<file path="src/rtl/dec_ctrl_pkg.sv">
package dec_ctrl_pkg;
  localparam int DATA_W = 8;
  localparam int ADDR_W = 4;

  localparam logic [ADDR_W-1:0] A_CTRL = 4'h0;
  localparam logic [ADDR_W-1:0] A_STAT = 4'h1;
  localparam logic [ADDR_W-1:0] A_NBLK = 4'h2;
  localparam logic [ADDR_W-1:0] A_FIFO = 4'h3;
  localparam logic [ADDR_W-1:0] A_PIX  = 4'h4;

  // control register bit positions
  localparam int C_START  = 0;
  localparam int C_FCLR   = 1;
  localparam int C_SRST   = 2;
  localparam int C_MEN    = 3;
  localparam int C_IE_ERR = 4;
  localparam int C_IE_LOW = 5;
  localparam int C_IE_BLK = 6;
  localparam int NCMD     = 3;
  localparam int CTRL_W   = 7;

  typedef struct packed {
    logic blk;
    logic low;
    logic err;
  } flag_t;
endpackage

</file>
<file path="src/rtl/dec_hostif.sv">
module dec_hostif
  import dec_ctrl_pkg::*;
#(
  parameter int DW = DATA_W
) (
  input  logic              clk,
  input  logic              rst,
  input  logic              cs,
  input  logic              rd,
  input  logic              wr,
  input  logic [ADDR_W-1:0] addr,
  input  logic [DW-1:0]     wdata,
  input  logic [DW-1:0]     ctrl_rb,
  input  logic [DW-1:0]     stat_rb,
  input  logic [DW-1:0]     nblk_rb,
  input  logic [DW-1:0]     pix_data,
  output logic              wr_ctrl,
  output logic              wr_nblk,
  output logic              rd_nblk,
  output logic              wr_fifo,
  output logic              rd_pix,
  output logic              ready,
  output logic [DW-1:0]     rdata,
  output logic              fifo_wr_o,
  output logic [DW-1:0]     fifo_wdata_o,
  output logic              pix_rd_o
);
  logic do_wr, do_rd;
  logic [DW-1:0] rd_mux;

  assign do_wr = cs & wr;
  assign do_rd = cs & rd & ~wr;

  always_comb begin
    wr_ctrl = do_wr && (addr == A_CTRL);
    wr_nblk = do_wr && (addr == A_NBLK);
    wr_fifo = do_wr && (addr == A_FIFO);
    rd_nblk = do_rd && (addr == A_NBLK);
    rd_pix  = do_rd && (addr == A_PIX);
  end

  always_comb begin
    rd_mux = '0;
    if (do_rd) begin
      case (addr)
        A_CTRL:  rd_mux = ctrl_rb;
        A_STAT:  rd_mux = stat_rb;
        A_NBLK:  rd_mux = nblk_rb;
        A_PIX:   rd_mux = pix_data;
        default: rd_mux = '0;
      endcase
    end
  end

  always_ff @(posedge clk) begin
    if (rst) begin
      ready        <= 1'b0;
      rdata        <= '0;
      fifo_wr_o    <= 1'b0;
      fifo_wdata_o <= '0;
      pix_rd_o     <= 1'b0;
    end else begin
      ready     <= do_wr | do_rd;
      rdata     <= rd_mux;
      fifo_wr_o <= wr_fifo;
      pix_rd_o  <= rd_pix;
      if (wr_fifo) fifo_wdata_o <= wdata;
    end
  end
endmodule

</file>
<file path="src/rtl/dec_cmdreg.sv">
module dec_cmdreg
  import dec_ctrl_pkg::*;
(
  input  logic            clk,
  input  logic            rst,
  input  logic            wr_ctrl,
  input  logic [CTRL_W-1:0] wbits,
  output logic [NCMD-1:0] cmd_o,
  output logic            men,
  output flag_t           ie
);
  // one self-clearing pulse register per command bit
  for (genvar g = 0; g < NCMD; g++) begin : g_cmd
    always_ff @(posedge clk) begin
      if (rst) cmd_o[g] <= 1'b0;
      else     cmd_o[g] <= wr_ctrl & wbits[g];
    end
  end

  always_ff @(posedge clk) begin
    if (rst) begin
      men <= 1'b0;
      ie  <= '0;
    end else if (wr_ctrl) begin
      men    <= wbits[C_MEN];
      ie.err <= wbits[C_IE_ERR];
      ie.low <= wbits[C_IE_LOW];
      ie.blk <= wbits[C_IE_BLK];
    end
  end
endmodule

</file>
<file path="src/rtl/dec_blkcnt.sv">
module dec_blkcnt #(
  parameter int CNT_W = 24,
  parameter int DW    = 8
) (
  input  logic             clk,
  input  logic             rst,
  input  logic             srst,
  input  logic             men,
  input  logic             wr_nblk,
  input  logic             rd_nblk,
  input  logic [DW-1:0]    wdata,
  input  logic             blk_done,
  input  logic             code_err,
  input  logic             mark_seen,
  input  logic [2:0]       mark_idx,
  output logic [DW-1:0]    nblk_rb,
  output logic             err,
  output logic             hold,
  output logic [2:0]       last_mark,
  output logic [CNT_W-1:0] cnt
);
  localparam int NB    = CNT_W / DW;
  localparam int PTR_W = (NB > 1) ? $clog2(NB) : 1;

  logic [PTR_W-1:0] ptr;
  logic [CNT_W-1:0] rel, rel_wr, snap;
  logic             last_byte, cnt_zero, mark_ev, good, bad, err_set, rdout_done;
  int               sh;

  always_comb begin
    last_byte  = (ptr == PTR_W'(NB - 1));
    cnt_zero   = (cnt == '0);
    mark_ev    = men & mark_seen;
    good       = mark_ev & (hold | cnt_zero);
    bad        = mark_ev & ~hold & ~cnt_zero;
    err_set    = bad | code_err;
    rdout_done = rd_nblk & last_byte;
    sh         = DW * (NB - 1 - int'(ptr));
    rel_wr     = rel;
    rel_wr[sh +: DW] = wdata;
    if (ptr == '0) nblk_rb = cnt[CNT_W-1 -: DW];
    else           nblk_rb = snap[sh +: DW];
  end

  // byte pointer, reload value and read snapshot
  always_ff @(posedge clk) begin
    if (rst) begin
      ptr  <= '0;
      rel  <= '0;
      snap <= '0;
    end else begin
      if (srst)                        ptr <= '0;
      else if (wr_nblk | rd_nblk)      ptr <= last_byte ? '0 : ptr + 1'b1;
      if (wr_nblk)                     rel <= rel_wr;
      if (rd_nblk && ptr == '0)        snap <= cnt;
    end
  end

  // down-counter
  always_ff @(posedge clk) begin
    if (rst)                                 cnt <= '0;
    else if (wr_nblk & last_byte)            cnt <= rel_wr;
    else if (good)                           cnt <= rel;
    else if (blk_done & ~hold & ~cnt_zero)   cnt <= cnt - 1'b1;
  end

  // error flag, hold state and marker index
  always_ff @(posedge clk) begin
    if (rst || srst) begin
      err       <= 1'b0;
      hold      <= 1'b0;
      last_mark <= '0;
    end else begin
      if (err_set)         err <= 1'b1;
      else if (rdout_done) err <= 1'b0;
      if (err_set & men)   hold <= 1'b1;
      else if (good)       hold <= 1'b0;
      if (good)            last_mark <= mark_idx;
    end
  end
endmodule

</file>
<file path="src/rtl/dec_flags.sv">
module dec_flags
  import dec_ctrl_pkg::*;
#(
  parameter int LVL_W = 7,
  parameter int THR   = 16
) (
  input  logic             clk,
  input  logic             rst,
  input  logic             srst,
  input  logic             wr_fifo,
  input  logic             rd_pix,
  input  logic [LVL_W-1:0] fifo_level,
  input  logic             blk_avail,
  input  logic             err,
  input  flag_t            ie,
  output logic             low,
  output logic             blk,
  output logic             irq
);
  logic lvl_low;
  flag_t fl;

  assign lvl_low = (fifo_level <= LVL_W'(THR));

  always_ff @(posedge clk) begin
    if (rst || srst) begin
      low <= 1'b0;
      blk <= 1'b0;
    end else begin
      if (wr_fifo)      low <= 1'b0;
      else if (lvl_low) low <= 1'b1;
      if (blk_avail)    blk <= 1'b1;
      else if (rd_pix)  blk <= 1'b0;
    end
  end

  always_comb begin
    fl.blk = blk;
    fl.low = low;
    fl.err = err;
    irq    = |(fl & ie);
  end
endmodule

</file>
<file path="src/rtl/dec_ctrl.sv">
module dec_ctrl
  import dec_ctrl_pkg::*;
#(
  parameter int CNT_W      = 24,
  parameter int FIFO_DEPTH = 64,
  parameter int LVL_W      = $clog2(FIFO_DEPTH + 1)
) (
  input  logic              clk,
  input  logic              rst,
  input  logic              cs,
  input  logic              rd,
  input  logic              wr,
  input  logic [ADDR_W-1:0] addr,
  input  logic [DATA_W-1:0] wdata,
  output logic [DATA_W-1:0] rdata,
  output logic              ready,
  input  logic              vlc_busy,
  input  logic              qzt_busy,
  input  logic              dct_busy,
  input  logic              blk_done,
  input  logic              code_err,
  input  logic              mark_seen,
  input  logic [2:0]        mark_idx,
  input  logic [LVL_W-1:0]  fifo_level,
  input  logic              blk_avail,
  input  logic [DATA_W-1:0] pix_data,
  output logic              irq,
  output logic              start_o,
  output logic              fifo_clr_o,
  output logic              srst_o,
  output logic              fifo_wr_o,
  output logic [DATA_W-1:0] fifo_wdata_o,
  output logic              pix_rd_o,
  output logic              dec_hold,
  output logic              blk_rdy_o
);
  localparam int THR = FIFO_DEPTH / 4;

  logic              wr_ctrl, wr_nblk, rd_nblk, wr_fifo, rd_pix, srst_now;
  logic [NCMD-1:0]   cmd;
  logic              men;
  flag_t             ie;
  logic              err_q, low_q;
  logic [2:0]        last_mark;
  logic [CNT_W-1:0]  cnt_q;
  logic [DATA_W-1:0] ctrl_rb, stat_rb, nblk_rb;

  assign srst_now = wr_ctrl & wdata[C_SRST];
  assign ctrl_rb  = {1'b0, ie.blk, ie.low, ie.err, men, 3'b000};
  assign stat_rb  = {2'b00, blk_rdy_o, low_q, err_q,
                     err_q ? last_mark : {dct_busy, qzt_busy, vlc_busy}};

  assign start_o    = cmd[C_START];
  assign fifo_clr_o = cmd[C_FCLR];
  assign srst_o     = cmd[C_SRST];

  dec_hostif #(.DW(DATA_W)) u_host (
    .clk, .rst, .cs, .rd, .wr, .addr, .wdata,
    .ctrl_rb, .stat_rb, .nblk_rb, .pix_data,
    .wr_ctrl, .wr_nblk, .rd_nblk, .wr_fifo, .rd_pix,
    .ready, .rdata, .fifo_wr_o, .fifo_wdata_o, .pix_rd_o
  );

  dec_cmdreg u_cmd (
    .clk, .rst, .wr_ctrl,
    .wbits (wdata[CTRL_W-1:0]),
    .cmd_o (cmd),
    .men, .ie
  );

  dec_blkcnt #(.CNT_W(CNT_W), .DW(DATA_W)) u_cnt (
    .clk, .rst,
    .srst      (srst_now),
    .men, .wr_nblk, .rd_nblk, .wdata, .blk_done, .code_err,
    .mark_seen, .mark_idx, .nblk_rb,
    .err       (err_q),
    .hold      (dec_hold),
    .last_mark,
    .cnt       (cnt_q)
  );

  dec_flags #(.LVL_W(LVL_W), .THR(THR)) u_flg (
    .clk, .rst,
    .srst    (srst_now),
    .wr_fifo, .rd_pix, .fifo_level, .blk_avail,
    .err     (err_q),
    .ie,
    .low     (low_q),
    .blk     (blk_rdy_o),
    .irq
  );
endmodule

</file>
<file path="config.mk">
export PLATFORM = sky130hd
export DESIGN_NAME = dec_ctrl
export DESIGN_NICKNAME = d
export VERILOG_FILES = /design/src/rtl/dec_ctrl_pkg.sv /design/src/rtl/dec_hostif.sv /design/src/rtl/dec_cmdreg.sv /design/src/rtl/dec_blkcnt.sv /design/src/rtl/dec_flags.sv /design/src/rtl/dec_ctrl.sv
export SDC_FILE = /design/constraint.sdc
export NUM_CORES = 1
export LEC_CHECK = 0
export ABC_AREA = 1
export BUFFER_PORTS_ARGS = -buffer_cell sky130_fd_sc_hd__clkbuf_2
export CORE_MARGIN = 8
export CORE_UTILIZATION = 58
export DETAILED_ROUTE_END_ITERATION = 12
export PLACE_DENSITY = 0.75
export SLEW_MARGIN = 20
export SYNTH_ARGS = -nofsm -noshare
export SYNTH_HDL_FRONTEND = slang
export SYNTH_SLANG_ARGS = --single-unit
</file>
<file path="constraint.sdc">
create_clock -name clk -period 2.58 [get_ports clk]
set_clock_uncertainty 0.2 [all_clocks]
set_input_delay 0.516 -clock clk [delete_from_list [all_inputs] [get_ports clk]]
set_output_delay 0.516 -clock clk [all_outputs]
set_load 0.01 [all_outputs]
</file>
==> results.toml, run 1 <==
[worst_setup_path]
cp_slowest_stage_delay_ns = 0.47
critPathMaxFanout = 8
crit_family = "compound AO/OA/AOI/OAI gates"
slowest_stage = "dfxtp_1"
path_class = "register to register"
path_buf_inv = 1
worst_setup_path_end_kind = "register"
crit_chain = "inv_1, ha_2, nor2_1, nand2_1, o22ai_1, nor2_1, a21oi_2, nand2_1, a21oi_1"
start_kind = "register"
critPathArrivalTime_ns = 2.49
required_ns = 2.69

[synthesis]
yosys_warnings = 0
ys_seq_elements = 107
synth_top_area_share_pct = 36.14
synth_top_family_by_area = "simple AND/OR/NAND/NOR gates"
seq_area_frac_synth_pct = 36.14
synthSimpleGateAreaFrac_pct = 25.80
synth_compound_area_share_pct = 22.97
syn_area_per_cell_sq_um = 6.645
synth_nets = 942
synth_adder_area_share_pct = 1.689
syn_area_sq_um = 5927
synth.largest_area_cell = "dfxtp_1"
synth_xor_area_share_pct = 1.921
netlist_instances = 892
yosys-top-cells-area = "dfxtp_1, nand2_1, inv_1, o21ai_0, a21oi_1"
synthMuxAreaShare_pct = 0
synth_cell_types = 37

[global_route]
gr-usage-all-layers_pct = 26.79
antenna_found_initial = 0
grt_pass1_vias = 5666
grt_max_degree = 49
overflow = 0
grt_pass1_wl_um = 28750

[detailed_routing]
ant_nets = 0
drc = 0
drt_iter0_markers = 693
vias = 6116
wirelength_um = 17570
routedWlPerCell_um = 16.15
vias_per_cell = 5.621
first_pass_iters = 7

[timing]
post-route-period-util_pct = 91.93
drv_slew = 0
setup_slack_ns = 0.2083
tightestPinTransition_ns = 0.6116
finalSetupViolCount = 0
min_period_ns = 2.372
max_freq_mhz = 421.6
max-slew-margin-rel_pct = 59.08
rsz0062_at_grt = "no"
hold_viol = 0
totalNegativeSetupSlack_ns = 0

[final_layout]
area_growth_pct = 11.84
stdcell_area_sq_um = 6629
layout_commonest_cell = "nand2_1"
finalNetCount = 997
layout_common_cells = "nand2_1, inv_1, dfxtp_1"
n_antenna_cell = 0
layout-drive-gt1-share_pct = 15.13
utilization_pct = 65.38

[clocking]
cts.clk_slew.worst_paths_ns = 0.10
numCtsBuffers = 9
holdBufCountCts = 0
htreeDepth = 3
clk_latency_ns = 0.38
cts_setup_buffers = 0
cts_root_buf = "clkbuf_8"
clkSinkCount = 107
cts_tree = "done"
cts_resized = 0
cts_max_path_buffers = 2

[place]
gp_congestion = 0.9438
placed_cell_area_sq_um = 6402
port_buffers = 66
dpl.hpwl_um = 13140
pre_cts_ws_ns = 0.01991

[floorplanning]
initial_core_util_pct = 58.46
chipWidth_um = 117.1
die_area_sq_um = 13710
fp.dieH_um = 117.1
std_cell_rows = 37
coreArea_sq_um = 10140
io_pins = 67

[power_and_ir_drop]
peakVddDrop_mv = 0.4010
finalPower_mw = 5.458
p_per_area_nw_per_um2 = 823.4
p_leak_nw = 2.995

[outcome]
status = "complete, no violations"

[hold_path]
hp-class = "primary input to register"

[run]
cap_violations = 0
==> cell usage after synthesis <==
master	instances
a221oi_1	1
o22ai_1	26
nand2_1	165
nand2_2	2
nand3_4	1
clkinv_1	5
a21oi_1	83
nand3b_1	1
buf_4	1
o211ai_1	3
xor2_1	6
a22oi_1	4
inv_2	1
a21oi_2	22
buf_1	4
clkbuf_1	21
nand3_1	76
o21bai_1	1
nor3_1	11
o21ai_1	4
xnor2_1	7
o21ai_0	87
inv_1	122
a211oi_1	1
nor2_1	83
buf_2	13
buf_6	3
nand4_1	6
dfxtp_1	107
a21oi_4	1
o221ai_1	2
ha_1	8
nor2_2	4
nor2_4	3
and2_1	1
a31oi_1	4
nand2_4	2
==> metrics by stage <==
| stage | std cells | hold WS, ns |
|---|---|---|
| 2_1_floorplan | 892 | 0.2238 |
| 3_3_place_gp | 1072 | 0.2329 |
| 3_5_place_dp | 1072 | 0.2387 |
| 4_1_cts | 1088 | 0.1575 |
| 5_1_grt | 1088 | 0.1614 |
| 6_report | 1088 | 0.1604 |
==> report_power, final <==
group	internal (mW)	switching (mW)	total, mW
Clock	0.476	0.595	1.07
Combinational	0.864	1.48	2.34
Sequential	1.80	0.244	2.05
==> worst paths after layout <==
| check | from | cells after the start | slack (ns) | to |
|---|---|---|---|---|
| setup reg to reg | u_cnt.ptr[0] | 9 | 0.21 | u_cnt.cnt[21] |
| setup / recovery | u_cnt.ptr[0] | 9 | 0.21 | u_cnt.cnt[21] |
| hold / removal | blk_avail | 3 | 0.16 | u_flg.blk |
| hold reg to reg | u_cnt.snap[23] | 2 | 0.26 | u_cnt.snap[23] |
==> worst min-delay path, stage by stage <==
cell	delay, ns
clkbuf_2	0.08
a21oi_1	0.03
nor2_1	0.09
==> kinds of logic after synthesis <==
kind of cell	after synthesis
compound gates	239
flops	107
buf+inv	170
xor+xnor	13
fa+ha+maj	8
simple gates	355
==> sequential cells by signal (all words and copies together) (netlist names) <==
register             count
u_cnt.rel               24
u_host.fifo_wdata_o      8
u_host.rdata             8
u_cmd.men                1
u_flg.low                1
u_cmd.ie                 3
u_host.pix_rd_o          1
u_cnt.ptr                2
u_cmd.cmd_o              3
u_host.fifo_wr_o         1
u_cnt.err                1
u_cnt.last_mark          3
u_host.ready             1
u_cnt.snap              24
u_cnt.hold               1
u_flg.blk                1
u_cnt.cnt               24
==> layout make-up <==
class	count	area, sq um
Fill cell	919	3510
Multi-Input combinational cell	615	3126
Sequential cell	107	2142
Timing Repair Buffer	86	505.5
Inverter	128	484.2
Tap cell	136	170.2
Clock buffer	10	137.6
Clock inverter	6	63.81
==> per-layer routing <==
layer / wire length [um] / vias to the layer above / GRT usage (%)
met5: 0 / - / 0
met4: 475 / 0 / 10.49
met3: 1395 / 37 / 3.848
met2: 7751 / 280 / 40.75
met1: 7946 / 2759 / 37.43
li1: - / 3040 / -
(Power assumes the default switching activity.)
==> run 2: changes to the inputs <==
--- a/config.mk
+++ b/config.mk
@@ -6,10 +6,10 @@
 export NUM_CORES = 1
 export LEC_CHECK = 0
-export ABC_AREA = 1
+export ABC_AREA = 0
 export BUFFER_PORTS_ARGS = -buffer_cell sky130_fd_sc_hd__clkbuf_2
 export CORE_MARGIN = 8
 export CORE_UTILIZATION = 58
 export DETAILED_ROUTE_END_ITERATION = 12
-export PLACE_DENSITY = 0.75
+export PLACE_DENSITY = 0.76
 export SLEW_MARGIN = 20
 export SYNTH_ARGS = -nofsm -noshare
==> constraint.sdc (replaced) <==
create_clock -name clk -period 2.6 [get_ports clk]
set_clock_uncertainty 0.2 [all_clocks]
set_input_delay 0.39 -clock clk [delete_from_list [all_inputs] [get_ports clk]]
set_output_delay 0.39 -clock clk [all_outputs]
set_load 0.01 [all_outputs]
==> run 2 against run 1 <==
  * The flow now finishes with violations (negative setup slack)
  * Count of clock-buffer cells in the layout grew 2
  * Largest power group unchanged
  * Fmax shrank 9.0%
  * Via count shrank 6.6%
  * Sequential share of layout area grew 0.11 points
  * Power grew 8.3%
==> results.toml, run 2 <==
[global_route]
antenna_found_initial = 0
grt_pass1_wl_um = 27410
overflow = 0
gr-usage-all-layers_pct = 27.00
grt_max_degree = 57
grt_pass1_vias = 5134

[worst_setup_path]
critPathArrivalTime_ns = 2.65
required_ns = 2.65
start_kind = "register"
path_class = "register to register"
worst_setup_path_end_kind = "register"
critPathMaxFanout = 4

[synthesis]
synthFlopType = "dfxtp_1"
synth_cell_types = 68
synth_top_area_share_pct = 39.11
yosys-top-cells-area = "dfxtp_1, nor2_1, a21oi_1, nand2_1, mux2i_1"
synth_edf_count = 0
yosys_warnings = 0
syn_area_per_cell_sq_um = 8.223
seq_area_frac_synth_pct = 39.11
ys_top_cells_by_count = "dfxtp_1, nor2_1, nand2_1"
synth.most_common_cell = "dfxtp_1"
synthArstFlopShare_pct = 0
synth.largest_area_cell = "dfxtp_1"
synth_nets = 716
netlist_instances = 666
ys_seq_elements = 107
syn_area_sq_um = 5477

[timing]
post-route-period-util_pct = 100.2
rsz0062_at_grt = "yes"
max_freq_mhz = 383.7
holdWs_ns = 0.03146
hold_viol = 0
finalSetupViolCount = 1
max-slew-margin-rel_pct = 57.25
tightestPinTransition_ns = 0.6412
setup_slack_ns = -0.006323
min_period_ns = 2.606
totalNegativeSetupSlack_ns = -0.006323
drv_slew = 0

[floorplanning]
chipWidth_um = 113.2
io_pins = 67
coreArea_sq_um = 9196
die_area_sq_um = 12810
std_cell_rows = 35
initial_core_util_pct = 59.55
fp.dieH_um = 113.2

[outcome]
status = "finished with violations"
violations = "negative setup slack"

[clocking]
cts_tree = "done"
clk_latency_ns = 0.37
htreeDepth = 3
numCtsBuffers = 9
clkSinkCount = 107
cts_max_path_buffers = 2
cts_root_buf = "clkbuf_8"
cts.clk_slew.worst_paths_ns = 0.11
holdBufCountCts = 0

[final_layout]
layout_commonest_cell = "dfxtp_1"
layout-drive-gt1-share_pct = 24.41
reg_top3 = "u_cnt.cnt: 24 flops, u_cnt.rel: 24 flops, u_cnt.snap: 24 flops"
finalNetCount = 811
area_growth_pct = 20.79
layout_common_cells = "dfxtp_1, nor2_1, clkbuf_2"
fin_cells = 877
n_antenna_cell = 0
utilization_pct = 71.93

[detailed_routing]
first_pass_iters = 6
vias_per_cell = 6.512
drt_iter0_markers = 704
drc = 0
routedWlPerCell_um = 20.54
wl_met1_um = 7579
dr_wl_met2_um = 8084
ant_nets = 0
wirelength_um = 18010
met3WireLength_um = 1793
top_layer = "met4"
vias = 5711

[power_and_ir_drop]
p_sw_share_pct = 39.98
p_per_area_nw_per_um2 = 893.3
power_switching_mw = 2.362
p_leak_nw = 2.481
internal_power_mw = 3.547
p_clk_share_pct = 16.6
peakVddDrop_mv = 0.5661
seqPwrFrac_pct = 35.0
pwr-share-comb_pct = 48.4

[place]
dpl.hpwl_um = 13530
port_buffers = 66
gp_congestion = 0.9775
dp_cells = 856

[hold_path]
hp-class = "primary input to register"

[run]
cap_violations = 0
==> run 2: area by class of cell <==
type                    count  area (sq um)
multi-input cells         498          3214
fillers                   776          2581
flip-flops and latches    107          2145
clock inverters             4         33.78
well taps                 111         138.9
repair buffers            132         879.6
inverters                  13         48.80
clock buffers              12         155.1
==> run 2: routing by layer <==
metal,vias up,track usage [%]
met3,49,5.378
li1,2663,-
met4,0,10.66
met1,2675,36.17
met5,-,0
met2,324,41.63
==> run 2: power by group through the flow <==
stage,logic [mW],registers (mW),clock network [mW]
floorplan,1.57,2.03,0
global placement,2.54,2.08,0
detailed placement,2.54,2.08,0
CTS,2.56,2.04,0.991
global route,3.02,2.08,1.05
finish,2.86,2.07,0.982
==> run 2: cells by family after synthesis <==
logic type                 synth area share, %
DFF                                      39.11
and+or+nand+nor                          25.09
xor gates and xnor gates                 1.439
AOI/OAI and AO/OA                        22.16
buffers and inverters                    4.478
adders and majority gates                2.011
muxes                                    5.711
==> run 2: what timing repair did <==
| action | in CTS | in global routing |
|---|---|---|
| gates cloned | 0 | 0 |
| pin swaps | 1 | 15 |
| resized for setup | 2 | 21 |
| setup buffers | 0 | 6 |
| endpoints found under the setup margin | 11 | 24 |
==> run 2: through the flow <==
stage               area (sq um)  total power [mW]  setup WS [ns]
floorplan                   5509             3.597        0.02313
global placement            6270             4.621        0.06967
detailed placement          6270             4.617       -0.02457
CTS                         6471             5.592        0.01755
global route                6615             6.151        -0.1126
finish                      6615             5.909      -0.006323
==> run 2: critical path, cell delays in order (launching register included) <==
cell	delay, ns
dfxtp_2	0.35
inv_2	0.08
ha_4	0.14
or4b_4	0.49
nor4_4	0.29
buf_4	0.18
nand4_1	0.13
xnor2_2	0.20
a222oi_1	0.35
nor2_1	0.07
==> run 2: worst paths after layout <==
check | start | endpoint | slack, ns | cells after the start
worst max-delay path | u_cnt.cnt[1] | u_cnt.cnt[14] | -0.006 | 9
worst min-delay path | blk_avail | u_flg.blk | 0.03 | 3
worst max register to register | u_cnt.cnt[1] | u_cnt.cnt[14] | -0.006 | 9
worst min register to register | u_cnt.snap[23] | u_cnt.snap[23] | 0.26 | 2
